$ cat src/rtl/dref_pkg.sv
package dref_pkg;

    typedef enum logic [1:0] {
        ST_IDLE,
        ST_SENSE,
        ST_RESTORE,
        ST_PRECH
    } ctrl_state_e;

    typedef enum logic [1:0] {
        MC_NOP,
        MC_SENSE,
        MC_RESTORE
    } mcmd_e;

endpackage

$ cat src/rtl/dref_timer.sv
module dref_timer #(
    parameter int GAP  = 31,
    parameter int ROWS = 8
) (
    input  logic                     clk,
    input  logic                     rst_n,
    input  logic                     take,
    output logic                     tick,
    output logic [$clog2(ROWS)-1:0]  row
);
    localparam int RW   = $clog2(ROWS);
    localparam int CNTW = (GAP > 1) ? $clog2(GAP) : 1;
    localparam logic [CNTW-1:0] LAST_CNT = CNTW'(GAP - 1);
    localparam logic [RW-1:0]   LAST_ROW = RW'(ROWS - 1);

    typedef struct packed {
        logic [CNTW-1:0] cnt;
        logic [RW-1:0]   row;
    } tmr_t;

    tmr_t q, d;

    always_comb begin
        d = q;
        if (q.cnt == LAST_CNT) begin
            d.cnt = '0;
        end else begin
            d.cnt = q.cnt + 1'b1;
        end
        if (take) begin
            d.row = (q.row == LAST_ROW) ? '0 : q.row + 1'b1;
        end
    end

    always_ff @(posedge clk) begin
        if (!rst_n) begin
            q <= '0;
        end else begin
            q <= d;
        end
    end

    assign tick = (q.cnt == LAST_CNT);
    assign row  = q.row;

    // each refresh that is taken moves the pointer on
    a_r5_row_moves: assert property (@(posedge clk) disable iff (!rst_n)
        take |=> (q.row != $past(q.row)));

    // ticks are isolated pulses
    a_r5_tick_single: assert property (@(posedge clk) disable iff (!rst_n)
        tick |=> !tick);

endmodule

$ cat src/rtl/dref_cell_array.sv
module dref_cell_array
    import dref_pkg::*;
#(
    parameter int ROWS      = 8,
    parameter int COLS      = 4,
    parameter int DW        = 8,
    parameter int RETENTION = 256,
    parameter int INVERT    = 1
) (
    input  logic                        clk,
    input  logic                        rst_n,
    input  mcmd_e                       cmd,
    input  logic [$clog2(ROWS)-1:0]     row,
    input  logic [COLS*DW-1:0]          wr_row,
    output logic [COLS*DW-1:0]          rd_row,
    output logic                        err
);
    localparam int ROWW = COLS * DW;
    localparam int AGEW = $clog2(RETENTION + 2);
    localparam logic [AGEW-1:0] RET_LIM  = AGEW'(RETENTION);
    localparam logic [AGEW-1:0] AGE_SAT  = '1;
    localparam logic            INV_BIT  = (INVERT != 0);

    typedef struct packed {
        logic [ROWS-1:0][ROWW-1:0] cells;
        logic [ROWS-1:0][AGEW-1:0] age;
        logic [ROWS-1:0]           open;
        logic [ROWW-1:0]           sense;
        logic                      err;
    } arr_t;

    arr_t q, d;
    logic hit;

    always_comb begin
        d   = q;
        hit = 1'b0;
        for (int r = 0; r < ROWS; r++) begin
            if (q.age[r] > RET_LIM) begin
                hit = 1'b1;
            end
            if (q.age[r] != AGE_SAT) begin
                d.age[r] = q.age[r] + 1'b1;
            end
        end
        case (cmd)
            MC_SENSE: begin
                if (q.open[row]) begin
                    hit = 1'b1;
                end
                d.open[row]  = 1'b1;
                d.sense      = q.cells[row] ^ {ROWW{INV_BIT}};
                d.cells[row] = '0;
            end
            MC_RESTORE: begin
                d.cells[row] = wr_row;
                d.age[row]   = '0;
                d.open[row]  = 1'b0;
            end
            default: ;
        endcase
        d.err = q.err | hit;
    end

    always_ff @(posedge clk) begin
        if (!rst_n) begin
            q <= '0;
        end else begin
            q <= d;
        end
    end

    assign rd_row = q.sense;
    assign err    = q.err;

    // decay flag never raised
    a_r8_no_decay: assert property (@(posedge clk) disable iff (!rst_n)
        !q.err);

    // a sensed row is restored before it is sensed again
    a_r3_no_double_sense: assert property (@(posedge clk) disable iff (!rst_n)
        (cmd == MC_SENSE) |-> !q.open[row]);

endmodule

$ cat src/rtl/dram_refresh_ctrl.sv
module dram_refresh_ctrl
    import dref_pkg::*;
#(
    parameter int ROWS      = 8,
    parameter int COLS      = 4,
    parameter int DW        = 8,
    parameter int RETENTION = 256,
    parameter int INVERT    = 1
) (
    input  logic                          clk,
    input  logic                          rst_n,
    input  logic                          req_valid,
    output logic                          req_ready,
    input  logic                          req_write,
    input  logic [$clog2(ROWS)-1:0]       req_row,
    input  logic [$clog2(COLS)-1:0]       req_col,
    input  logic [DW-1:0]                 req_wdata,
    output logic                          resp_valid,
    output logic [DW-1:0]                 resp_rdata,
    output logic                          rf_start,
    output logic [$clog2(ROWS)-1:0]       rf_row,
    output logic                          decay_err
);
    localparam int RW        = $clog2(ROWS);
    localparam int CW        = $clog2(COLS);
    localparam int ROWW      = COLS * DW;
    localparam int OP_CYCLES = 4;
    localparam int GAP       = (RETENTION - 2 * OP_CYCLES) / ROWS;

    typedef struct packed {
        ctrl_state_e      state;
        logic             is_ref;
        logic             is_wr;
        logic [RW-1:0]    row;
        logic [CW-1:0]    col;
        logic [DW-1:0]    wdata;
        logic             pend;
        logic             resp_v;
        logic [DW-1:0]    resp_d;
    } ctl_t;

    ctl_t q, d;

    logic            tick;
    logic            take;
    logic [RW-1:0]   t_row;
    mcmd_e           m_cmd;
    logic [ROWW-1:0] m_sense;
    logic [ROWW-1:0] logic_row;
    logic [ROWW-1:0] wr_row;
    logic [DW-1:0]   col_word [COLS];

    dref_timer #(
        .GAP  (GAP),
        .ROWS (ROWS)
    ) u_timer (
        .clk   (clk),
        .rst_n (rst_n),
        .take  (take),
        .tick  (tick),
        .row   (t_row)
    );

    dref_cell_array #(
        .ROWS      (ROWS),
        .COLS      (COLS),
        .DW        (DW),
        .RETENTION (RETENTION),
        .INVERT    (INVERT)
    ) u_cells (
        .clk    (clk),
        .rst_n  (rst_n),
        .cmd    (m_cmd),
        .row    (q.row),
        .wr_row (wr_row),
        .rd_row (m_sense),
        .err    (decay_err)
    );

    // The sensed level is inverted for inverting cells
    generate
        if (INVERT != 0) begin : g_inv
            assign logic_row = ~m_sense;
        end else begin : g_true
            assign logic_row = m_sense;
        end
    endgenerate

    // Column split and write merge
    generate
        for (genvar c = 0; c < COLS; c++) begin : g_col
            assign col_word[c] = logic_row[c*DW +: DW];
            assign wr_row[c*DW +: DW] =
                (q.is_wr && !q.is_ref && (q.col == CW'(c))) ? q.wdata
                                                            : logic_row[c*DW +: DW];
        end
    endgenerate

    assign take = (q.state == ST_IDLE) && q.pend;

    always_comb begin
        d        = q;
        d.resp_v = 1'b0;
        case (q.state)
            ST_IDLE: begin
                if (q.pend) begin
                    d.state  = ST_SENSE;
                    d.is_ref = 1'b1;
                    d.is_wr  = 1'b0;
                    d.row    = t_row;
                    d.pend   = 1'b0;
                end else if (req_valid) begin
                    d.state  = ST_SENSE;
                    d.is_ref = 1'b0;
                    d.is_wr  = req_write;
                    d.row    = req_row;
                    d.col    = req_col;
                    d.wdata  = req_wdata;
                end
            end
            ST_SENSE: begin
                d.state = ST_RESTORE;
            end
            ST_RESTORE: begin
                d.state = ST_PRECH;
                if (!q.is_ref && !q.is_wr) begin
                    d.resp_v = 1'b1;
                    d.resp_d = col_word[q.col];
                end
            end
            default: begin
                d.state = ST_IDLE;
            end
        endcase
        if (tick) begin
            d.pend = 1'b1;
        end
    end

    always_ff @(posedge clk) begin
        if (!rst_n) begin
            q <= '0;
        end else begin
            q <= d;
        end
    end

    always_comb begin
        case (q.state)
            ST_SENSE:   m_cmd = MC_SENSE;
            ST_RESTORE: m_cmd = MC_RESTORE;
            default:    m_cmd = MC_NOP;
        endcase
    end

    assign req_ready  = (q.state == ST_IDLE) && !q.pend;
    assign resp_valid = q.resp_v;
    assign resp_rdata = q.resp_d;
    assign rf_start   = (q.state == ST_SENSE) && q.is_ref;
    assign rf_row     = q.row;

    // a sense is always followed by a restore of the same row
    a_r3_sense_then_restore: assert property (@(posedge clk) disable iff (!rst_n)
        (m_cmd == MC_SENSE) |=> ((m_cmd == MC_RESTORE) && $stable(q.row)));

    // a pending refresh in idle starts on the next cycle
    a_r6_refresh_wins: assert property (@(posedge clk) disable iff (!rst_n)
        ((q.state == ST_IDLE) && q.pend && req_valid) |=> rf_start);

    // a refresh request never arrives while another is still waiting
    a_r6_single_pending: assert property (@(posedge clk) disable iff (!rst_n)
        tick |-> !q.pend);

    // a response only follows a restore of a host read
    a_r2_resp_after_restore: assert property (@(posedge clk) disable iff (!rst_n)
        $rose(resp_valid) |-> ($past(m_cmd) == MC_RESTORE));

    // acceptance is followed by a busy interval
    a_r10_busy_after_accept: assert property (@(posedge clk) disable iff (!rst_n)
        (req_valid && req_ready) |=> !req_ready);

endmodule

$ cat config.mk
export PLATFORM = sky130hd
export DESIGN_NAME = dram_refresh_ctrl
export DESIGN_NICKNAME = d
export VERILOG_FILES = /design/src/rtl/dref_pkg.sv /design/src/rtl/dref_timer.sv /design/src/rtl/dref_cell_array.sv /design/src/rtl/dram_refresh_ctrl.sv
export SDC_FILE = /design/constraint.sdc
export NUM_CORES = 1
export LEC_CHECK = 0
export BUFFER_PORTS_ARGS = -buffer_cell sky130_fd_sc_hd__buf_2
export CAP_MARGIN = 30
export CELL_PAD_IN_SITES_DETAIL_PLACEMENT = 1
export CELL_PAD_IN_SITES_GLOBAL_PLACEMENT = 1
export CORE_AREA = 4 4 251 253
export CTS_BUF_LIST = sky130_fd_sc_hd__clkbuf_8
export CTS_CLUSTER_DIAMETER = 100
export CTS_CLUSTER_SIZE = 28
export DETAILED_ROUTE_END_ITERATION = 6
export DIE_AREA = 0 0 255 257
export GPL_TIMING_DRIVEN = 0
export PLACE_DENSITY = 0.6
export SYNTH_ARGS = -nofsm -noshare
export SYNTH_HDL_FRONTEND = slang
export SYNTH_SLANG_ARGS = --single-unit
$ cat constraint.sdc
create_clock -name clk -period 1.7 [get_ports clk]
set_input_delay 0.17 -clock clk [delete_from_list [all_inputs] [get_ports clk]]
set_output_delay 0.17 -clock clk [all_outputs]
set_load 0.05 [all_outputs]
==> metrics <==
H-tree depth=1; GRT met2 Usage=0.376; RSZ-0062 raised after global routing=yes; Hold Crit Start=rst_n; Final Instance Area=27,200 um2; first-pass GRT wire length=118 mm; drt first pass iters=5; GRT met3 Usage=0.0512; Synth Area per Inst=9.41 um2; synth warn=0; area leader, netlist=dfxtp_1; Overall Power=37,300 uW; pre-CTS setup slack=-0.977 ns; share of the synthesized area in the top cell type=0.447; FF+latch area=8130 um2; Clock Sinks=404; Filler cells=6,488; Max-slew headroom=0.332; die area=65,500 um2; antenna-violating nets left=0; Overall Global Routing Usage=0.237; Initial DRC Count=1,552; Seq cells post-synth=404; Root Driver=clkbuf_8; critical path type=reg -> reg; data required time at the worst endpoint=2.25 ns; largest net degree at the start of global routing=29; most frequent cell after synthesis=dfxtp_1; worst r2r src=rf_row[1]; Hold Fails Final Rpt=0; failing checks=setup timing; # port buffers=31; arrival time at the worst endpoint=2.70 ns; final WL=88.8 mm; skew final=0.0881 ns; Syn Std Cell Area=18,100 um2; boundary pin count=32; Worst-path clk slew=0.20 ns; Antenna Cells=0; top cells by count, synth=dfxtp_1 (404), nor2_1 (335), a22oi_1 (259), a21oi_1 (80), clkbuf_1 (70); synth unique cells=78; HP Class=in -> reg; hold path endpoint=q[25]; Final min period=2.15 ns; TritonCTS clock tree=built; Syn Inst Count=1,922; wire length per cell=29.4 um; Max Freq=0.464 GHz; Worst Setup Slack, final=-0.454 ns; Post-synth EDFFs=0; Max Cap Viol=0; final count of pins violating max slew=0; die height=257 um; dpl cell area=19,300 um2; grt total ovfl=0; critical path endpoint category=register; Critical Path Fanout Max=8; vias=18,100; multi-input logic area=11,900 um2; global route hottest layer=met2; DRC Markers=0; R2R Path End=u_cells.rd_row[25]; vias in the first global route=17,800; Die Wd=255 um; Final nets=2,266; maximum buffer depth of the clock tree=3; Worst Max-Slew Pin Slew=1.00 ns; CTS buffer count=18; syn_nets=1,963; worst skew pair latency=0.67 ns; worst hold path depth=4; ys flop type=dfxtp_1; # rows=91; DP HPWL=51.3 mm; Worst Setup Start Kind=register; area grow syn2layout=50.3%; met1 Use GR=0.311; largest cells by area after synthesis=dfxtp_1 (45%), a22oi_1 (11%), nor2_1 (7.0%); status=finished, violations left; pwr/cell area=1370 nW/um2; crit share post-route=1.27; maximum vdd drop=0.686 mV; Static Leak=0.00945 uW; Final Wtd Congestion=0.912; number of vias per cell=5.99; antenna violations before repair=1; async set-reset flop share out of synthesis=0; Starting Density=0.296; Core Box Area=61,000 um2; internal reg-to-reg setup slack=-0.45 ns; Seq/Total Area, Yosys=0.447; share of cells above drive strength 1=0.445; Final setup viols=353; Reg2Reg Depth=10
## sequential cells by signal, summed over array words and instances (netlist names), named ones only
name            flops
q                  15
resp_rdata          8
resp_valid          1
rf_row              3
u_cells.err         1
u_cells.q         328
u_cells.rd_row     32
u_timer.q           5
u_timer.row         3
## per-layer routing
layer,wire [um],vias to the layer above
li1,-,7581
met1,34400,9095
met2,39700,1012
met3,8000,382
met4,6620,4
met5,44,-
## layout by cell type (no fill, tap or decap), types with 12 or more instances in the layout
| cell | instances |
|---|---|
| mux2i_4 | 36 |
| nor2_1 | 318 |
| ha_1 | 14 |
| o21ai_0 | 45 |
| mux2_2 | 15 |
| a31oi_1 | 26 |
| a21oi_1 | 52 |
| nand2b_1 | 12 |
| a21oi_2 | 23 |
| dfxtp_1 | 385 |
| o21ai_2 | 14 |
| buf_8 | 37 |
| inv_1 | 39 |
| mux2i_1 | 25 |
| mux4_2 | 28 |
| dfxtp_2 | 12 |
| nor3_1 | 23 |
| mux2_4 | 13 |
| nand3_1 | 32 |
| a211oi_1 | 12 |
| clkbuf_8 | 24 |
| buf_4 | 88 |
| nand2_1 | 53 |
| buf_12 | 98 |
| xnor2_1 | 25 |
| clkbuf_16 | 26 |
| a22oi_2 | 259 |
| buf_2 | 33 |
| clkbuf_1 | 39 |
| buf_6 | 84 |
| dlygate4sd3_1 | 16 |
## how the worst max path moves through the flow
stage / from / to / slack, ns / depth (start not counted)
2_1_floorplan: q[26] / u_cells.q[210] / -0.07 / 9
3_3_place_gp: q[25] / u_cells.q[126] / -1.16 / 8
3_5_place_dp: q[25] / u_cells.q[136] / -0.98 / 9
4_1_cts: u_cells.q[68] / u_cells.err / -0.32 / 6
5_1_grt: u_cells.q[104] / u_cells.err / -0.43 / 6
6_report: rf_row[1] / u_cells.rd_row[25] / -0.45 / 10
## power by group
part | internal [uW] | switching [uW]
sequential | 10500 | 1270
combinational | 9500 | 11500
clock | 1250 | 3250
## per-stage QoR
stage	instances	hold WS (ns)	setup TNS, ns	utilization
6_report	3018	0.171	-68.76	0.445
4_1_cts	2945	0.176	-30.12	0.409
3_3_place_gp	2743	0.427	-231.20	0.315
2_1_floorplan	1922	0.317	-1.99	-
3_5_place_dp	2745	0.430	-225.64	0.316
5_1_grt	3018	0.209	-72.16	0.445
## layout make-up
| cell class | instances | share of cell area |
|---|---|---|
| multi-input cells | 1313 | 0.438 |
| flip-flops and latches | 404 | 0.299 |
| repair buffers | 293 | 0.142 |
| plain buffers | 150 | 0.0653 |
| well taps | 790 | 0.0364 |
| clock buffers | 20 | 0.0101 |
| inverters | 45 | 0.00677 |
| clock inverters | 3 | 0.00166 |
## cells by family (layout without fill, tap and decap cells)
logic type                 after synthesis  after routing  share of synthesized area
xor gates and xnor gates                31             31                     0.0150
adders and majority gates               24             24                     0.0166
muxes                                  128            128                      0.107
and+or+nand+nor                        583            584                      0.151
buffers and inverters                  208            511                     0.0562
AOI/OAI and AO/OA                      544            546                      0.207
DFF                                    404            404                      0.447
## critical path, stage by stage (launching register included)
cell and delay, ns:
dfxtp_4 0.42, buf_12 0.13, buf_12 0.14, buf_16 0.16, buf_12 0.13, buf_16 0.15, buf_4 0.15, nor3_1 0.24
a21o_1 0.17, o21ai_2 0.08, a31oi_1 0.23
## timing repair
item,in CTS,in global routing
setup endpoints to repair,396,347
cloned,23,20
hold buffers,16,0
pin swaps,97,152
setup buffers,144,70
endpoints found under the hold margin,26,0
resized for setup,701,323
Power figures use the tool's default switching activity.
